File: config.mk
export PLATFORM = sky130hd
export DESIGN_NAME = sercvt_rx
export DESIGN_NICKNAME = d
export VERILOG_FILES = /design/src/rtl/sercvt_rx_pkg.sv /design/src/rtl/sercvt_rx_shift.sv /design/src/rtl/sercvt_rx_parity.sv /design/src/rtl/sercvt_rx_ctrl.sv /design/src/rtl/sercvt_rx.sv
export SDC_FILE = /design/constraint.sdc
export NUM_CORES = 1
export LEC_CHECK = 0
export ABC_AREA = 1
export BUFFER_PORTS_ARGS = -buffer_cell sky130_fd_sc_hd__buf_2
export CAP_MARGIN = 30
export CORE_MARGIN = 5
export CORE_UTILIZATION = 45
export CTS_CLUSTER_DIAMETER = 120
export DETAILED_ROUTE_END_ITERATION = 8
export PLACE_DENSITY = 0.77
export SKIP_LAST_GASP = 1
export SYNTH_ARGS = -nofsm -noshare
export SYNTH_HDL_FRONTEND = slang
export SYNTH_HIERARCHICAL = 1
export SYNTH_SLANG_ARGS = --single-unit
File: constraint.sdc
create_clock -name clk -period 3.8 [get_ports clk]
set_clock_uncertainty 0.05 [all_clocks]
set_input_delay 0.57 -clock clk [delete_from_list [all_inputs] [get_ports clk]]
set_output_delay 0.57 -clock clk [all_outputs]
set_load 0.02 [all_outputs]
File: src/rtl/sercvt_rx_pkg.sv
package sercvt_rx_pkg;

    typedef enum logic [1:0] {
        ST_IDLE    = 2'd0,
        ST_COLLECT = 2'd1,
        ST_PRESENT = 2'd2,
        ST_FAULT   = 2'd3
    } rx_state_e;

    typedef struct packed {
        rx_state_e state;
    } ctrl_regs_t;

endpackage

File: src/rtl/sercvt_rx_shift.sv
module sercvt_rx_shift #(
    parameter int DATA_W = 8
) (
    input  logic              clk,
    input  logic              rst,
    input  logic              clr,
    input  logic              shift_en,
    input  logic              bit_in,
    output logic [DATA_W-1:0] data_q,
    output logic              full
);
    localparam int CNT_W = $clog2(DATA_W + 1);

    typedef struct packed {
        logic [DATA_W-1:0] data;
        logic [CNT_W-1:0]  cnt;
    } shift_regs_t;

    shift_regs_t r_q, r_d;

    always_comb begin
        r_d = r_q;
        if (clr) begin
            r_d.data = '0;
            r_d.cnt  = '0;
        end else if (shift_en) begin
            for (int i = 0; i < DATA_W; i++) begin
                if (r_q.cnt == CNT_W'(DATA_W - 1 - i)) begin
                    r_d.data[i] = bit_in;
                end
            end
            r_d.cnt = r_q.cnt + 1'b1;
        end
    end

    always_ff @(posedge clk) begin
        if (rst) begin
            r_q <= '0;
        end else begin
            r_q <= r_d;
        end
    end

    assign data_q = r_q.data;
    assign full   = (r_q.cnt == CNT_W'(DATA_W));

    // the bit counter never passes the word width
    p_cnt_bound_r4: assert property (@(posedge clk) disable iff (rst)
        r_q.cnt <= CNT_W'(DATA_W));

    // a clear request empties the word on the next cycle
    p_clear_word_r3: assert property (@(posedge clk) disable iff (rst)
        clr |=> (data_q == '0));

endmodule

File: src/rtl/sercvt_rx_parity.sv
module sercvt_rx_parity (
    input  logic clk,
    input  logic rst,
    input  logic clr,
    input  logic acc_en,
    input  logic bit_in,
    output logic par_q
);
    logic acc_q, acc_d;

    always_comb begin
        acc_d = acc_q;
        if (clr) begin
            acc_d = 1'b0;
        end else if (acc_en) begin
            acc_d = acc_q ^ bit_in;
        end
    end

    always_ff @(posedge clk) begin
        if (rst) begin
            acc_q <= 1'b0;
        end else begin
            acc_q <= acc_d;
        end
    end

    assign par_q = acc_q;

    // a new frame starts with an even (zero) running parity
    p_parity_clear_r6: assert property (@(posedge clk) disable iff (rst)
        clr |=> !par_q);

endmodule

File: src/rtl/sercvt_rx_ctrl.sv
module sercvt_rx_ctrl
    import sercvt_rx_pkg::*;
(
    input  logic clk,
    input  logic rst,
    input  logic ser_in,
    input  logic full,
    input  logic par_q,
    output logic clr,
    output logic shift_en,
    output logic valid,
    output logic fault
);
    ctrl_regs_t r_q, r_d;

    always_comb begin
        r_d      = r_q;
        clr      = 1'b0;
        shift_en = 1'b0;
        unique case (r_q.state)
            ST_IDLE: begin
                if (ser_in) begin
                    clr         = 1'b1;
                    r_d.state   = ST_COLLECT;
                end
            end
            ST_COLLECT: begin
                if (!full) begin
                    shift_en = 1'b1;
                end else if (ser_in == par_q) begin
                    r_d.state = ST_PRESENT;
                end else begin
                    r_d.state = ST_FAULT;
                end
            end
            ST_PRESENT: begin
                if (ser_in) begin
                    clr       = 1'b1;
                    r_d.state = ST_COLLECT;
                end else begin
                    r_d.state = ST_IDLE;
                end
            end
            ST_FAULT: begin
                r_d.state = ST_FAULT;
            end
            default: r_d.state = ST_IDLE;
        endcase
    end

    always_ff @(posedge clk) begin
        if (rst) begin
            r_q.state <= ST_IDLE;
        end else begin
            r_q <= r_d;
        end
    end

    assign valid = (r_q.state == ST_PRESENT);
    assign fault = (r_q.state == ST_FAULT);

    // the valid strobe never lasts two cycles
    p_valid_pulse_r5: assert property (@(posedge clk) disable iff (rst)
        valid |=> !valid);

    // the fault flag holds until reset
    p_fault_sticky_r10: assert property (@(posedge clk) disable iff (rst)
        fault |=> fault);

endmodule

File: src/rtl/sercvt_rx.sv
module sercvt_rx #(
    parameter int DATA_W = 8
) (
    input  logic              clk,
    input  logic              rst,
    input  logic              ser_in,
    output logic [DATA_W-1:0] word_out,
    output logic              word_valid,
    output logic              parity_fault
);
    logic clr, shift_en, full, par_q;

    sercvt_rx_ctrl u_ctrl (
        .clk      (clk),
        .rst      (rst),
        .ser_in   (ser_in),
        .full     (full),
        .par_q    (par_q),
        .clr      (clr),
        .shift_en (shift_en),
        .valid    (word_valid),
        .fault    (parity_fault)
    );

    sercvt_rx_shift #(.DATA_W(DATA_W)) u_shift (
        .clk      (clk),
        .rst      (rst),
        .clr      (clr),
        .shift_en (shift_en),
        .bit_in   (ser_in),
        .data_q   (word_out),
        .full     (full)
    );

    sercvt_rx_parity u_parity (
        .clk    (clk),
        .rst    (rst),
        .clr    (clr),
        .acc_en (shift_en),
        .bit_in (ser_in),
        .par_q  (par_q)
    );

    // reset leaves every output at zero on the following cycle
    p_reset_zero_r1: assert property (@(posedge clk)
        rst |=> (word_out == '0 && !word_valid && !parity_fault));

    // the strobe and the fault flag are never high together
    p_no_valid_in_fault_r9: assert property (@(posedge clk) disable iff (rst)
        parity_fault |-> !word_valid);

    // the stored word is frozen while faulted
    p_fault_freeze_r10: assert property (@(posedge clk) disable iff (rst)
        parity_fault |=> $stable(word_out));

endmodule

==> impl_table.tex <==
\begin{tabular}{lr}
\hline
Metric & Value \\
\hline
\multicolumn{2}{l}{\textbf{Outcome}} \\
Run status & completed \\
\multicolumn{2}{l}{\textbf{Placement}} \\
Cell Count Post-Placement & roughly 140 \\
Standard cell area after detailed placement & a little over 800 um\^{}2 \\
Post-DP HPWL & 997 um \\
Final Wtd Congestion & roughly 0.7 \\
Port Buf Inserts & 12 \\
\multicolumn{2}{l}{\textbf{Worst setup path}} \\
Max FO, Critical Path & 11 \\
Data required time at the worst endpoint & between 3 and 4 ns \\
WS Path Type & flip-flop to flip-flop \\
Startpoint types & flip-flop \\
Data arrival time at the worst-slack endpoint & approximately 1.9 ns \\
Kind of capture point of the worst setup path & flip-flop \\
\multicolumn{2}{l}{\textbf{Final layout}} \\
Cell area after layout & approximately 850 um\^{}2 \\
Number of non-filler instances in the completed layout & between 100 and 150 \\
Nets & between 100 and 150 \\
Number of diodes added for antenna fixing & 0 \\
Share of final-layout standard cells stronger than drive strength 1 & 0.172 \\
Multi-input combinational cell area & around 360 um\^{}2 \\
Post-Route Utilization & 0.490 \\
Fill cell instance count of the final layout & approximately 190 \\
Register cell area after layout & approximately 300 um\^{}2 \\
Area growth from synthesis to layout & 3.84\% \\
\multicolumn{2}{l}{\textbf{Die}} \\
Placeable core area & 1730 um\^{}2 \\
Number of top-level design ports & 13 \\
Die outline height & between 50 and 60 um \\
Die Area & around 2800 um\^{}2 \\
Horizontal die dimension & about 53 um \\
Number of standard-cell rows in the floorplan & 15 \\
Initial core utilization & 0.472 \\
\multicolumn{2}{l}{\textbf{Clocking}} \\
Number of buffers added to fix hold violations after cts & 0 \\
Number of gates resized after CTS & 0 \\
TritonCTS clock tree & done \\
CTS clock-pin slew for the worst setup and hold paths & 0.09 ns \\
Number of levels the H-tree was split into & 1 \\
Source-to-sink clock delay at the later pin of the worst-skew pair & about 0.27 ns \\
Number of setup buffers added after CTS & 0 \\
Clock tree buffer depth & 2 \\
Clock tree root buffer cell & clkbuf\_4 \\
Number of buffers created by CTS & 3 \\
Number of sinks driven by the clock tree & 15 \\
\multicolumn{2}{l}{\textbf{Power}} \\
Peak supply drop & approximately 0.14 mV \\
Pwr Density & $\sim$340 nW/um\^{}2 \\
Reported leakage power & approximately 0.41 nW \\
\multicolumn{2}{l}{\textbf{Synthesis}} \\
Synthesis warning total & 6 \\
Number of enable-type register cells in the synthesized netlist & 0 \\
Biggest area contributors in the synthesized netlist & dfxtp\_1, buf\_4, nand2\_1 \\
Instance count of the mapped netlist & 117 \\
Sequential element share of the synthesized area & 0.369 \\
Top-area cell type share of the netlist area & 0.369 \\
Distinct cell type count after synthesis & 16 \\
Number of synthesized register bits & 15 \\
Average footprint of a synthesized cell & 6.96 um\^{}2 \\
Primary flip-flop cell chosen by synthesis mapping & dfxtp\_1 \\
Fraction of registers with async set/reset & 0 \\
Post-synthesis instance area & roughly 800 um\^{}2 \\
Area leader, netlist & dfxtp\_1 \\
Dominant cell by count in the synthesized netlist & nand2\_1 \\
Top post-synthesis cells by count & nand2\_1, nor2\_1, dfxtp\_1 \\
Synth Net Count & around 120 \\
\multicolumn{2}{l}{\textbf{Run}} \\
Max-cap violation count & 0 \\
\multicolumn{2}{l}{\textbf{Global routing}} \\
Initial antenna violation count & 0 \\
Vias in the first global route & 583 \\
GRT Residual Overflow & 0 \\
Largest net degree at the start of global routing & 13 \\
Wire length of the first global-routing pass & roughly 2.4 mm \\
GR Util All Layers & 0.118 \\
\multicolumn{2}{l}{\textbf{Timing}} \\
Hold violation count in the final report & 0 \\
Max frequency & $\sim$0.55 GHz \\
Fin crit share & 0.477 \\
Slew at the pin closest to its max-slew limit & 0.757 ns \\
Slew margin rel. & 0.494 \\
Max Slew Vio Count & 0 \\
RSZ-0062 raised after global routing & no \\
Post-Route Hold Slack & $\sim$0.43 ns \\
Setup TNS Final & 0 ns \\
\# setup viols final & 0 \\
Final critical delay including setup and external delays & about 1.8 ns \\
\multicolumn{2}{l}{\textbf{Min path}} \\
Path type of the worst min-delay path & flip-flop to flip-flop \\
\multicolumn{2}{l}{\textbf{Routing}} \\
Initial drt markers & 7 \\
DRC viols & 0 \\
Wire length per cell after detailed routing & between 8 and 9 um \\
First-pass iteration count of the detailed router & 3 \\
Routed vias/inst & between 4 and 5 \\
DRT Wirelength & around 1.3 mm \\
Total via count after detailed routing & roughly 660 \\
Remaining antenna violation count & 0 \\
\hline
\end{tabular}
-- metrics by stage --
step	total power, mW	setup WS, ns
final	0.288	1.99
after global routing	0.307	1.74
after CTS	0.293	1.99
after detailed placement	0.204	1.90
after global placement	0.203	1.95
after floorplan	0.201	2.23
-- area by class of cell --
| class | instances | area share |
|---|---|---|
| clock buffers | 4 | 0.0311 |
| inverters | 17 | 0.0754 |
| well taps | 25 | 0.0370 |
| repair buffers | 12 | 0.0710 |
| multi-input cells | 74 | 0.430 |
| flip-flops and latches | 15 | 0.355 |
-- placed cells by master, fill, tap and decap left out --
| cell | Yosys | final |
|---|---|---|
| nor2_4 | 1 | 1 |
| inv_2 | 2 | 2 |
| nand2_2 | 2 | 2 |
| inv_1 | 14 | 14 |
| nor2_1 | 17 | 17 |
| a21oi_1 | 12 | 12 |
| nand3_1 | 13 | 13 |
| buf_2 | 0 | 12 |
| clkbuf_1 | 0 | 1 |
| o21ai_1 | 3 | 3 |
| nand2_1 | 20 | 20 |
| o21ai_0 | 1 | 1 |
| clkinv_1 | 1 | 1 |
| dfxtp_1 | 15 | 15 |
| nor2_2 | 1 | 1 |
| ha_1 | 4 | 4 |
| clkbuf_4 | 0 | 3 |
-- critical path, cell delays in order (launching register included) --
cell,delay [ns]
dfxtp_1,0.41
inv_1,0.08
ha_1,0.21
nand2_1,0.06
nor2_1,0.04
inv_1,0.07
nand3_1,0.09
inv_1,0.25
nand2_2,0.10
inv_1,0.12
nand3_1,0.10
nand2_1,0.08
nor2_1,0.04
-- state kept, by name, summed over array words and instances (netlist names) --
register,count
u_shift/r_q,4
u_ctrl/r_q,2
u_parity/par_q,1
u_shift/data_q,8
-- power breakdown --
part	switching [mW]	total [mW]	internal, mW	leakage [nW]
Sequential	0.00501	0.167	0.162	0.122
Clock	0.0476	0.0882	0.0407	0.0150
Combinational	0.0217	0.0330	0.0113	0.277
Total	0.0742	0.288	0.214	0.413
-- path summary, 6_finish.rpt --
| path | depth (start not counted) | slack, ns | from | endpoint |
|---|---|---|---|---|
| max | 12 | 1.99 | u_shift/r_q[0] | u_shift/data_q[0] |
| min | 2 | 0.43 | u_shift/data_q[6] | u_shift/data_q[6] |
| min reg2reg | 2 | 0.43 | u_shift/data_q[6] | u_shift/data_q[6] |
| max reg2reg | 12 | 1.99 | u_shift/r_q[0] | u_shift/data_q[0] |
-- cell families after synthesis --
kind of cell,count (synthesis),share of synthesized area
simple gates,54,0.287
buf+inv,28,0.184
compound gates,16,0.0983
flops,15,0.369
fa+ha+maj,4,0.0614
-- layer usage --
metal  vias up  GRT usage  wire, um
met5         -          0         0
met4         0     0.0638        17
met3         2     0.0342        53
met2         6      0.188       627
met1       291      0.142       623
li1        365          -         -
Note: power is estimated with default switching activity, not from simulation.
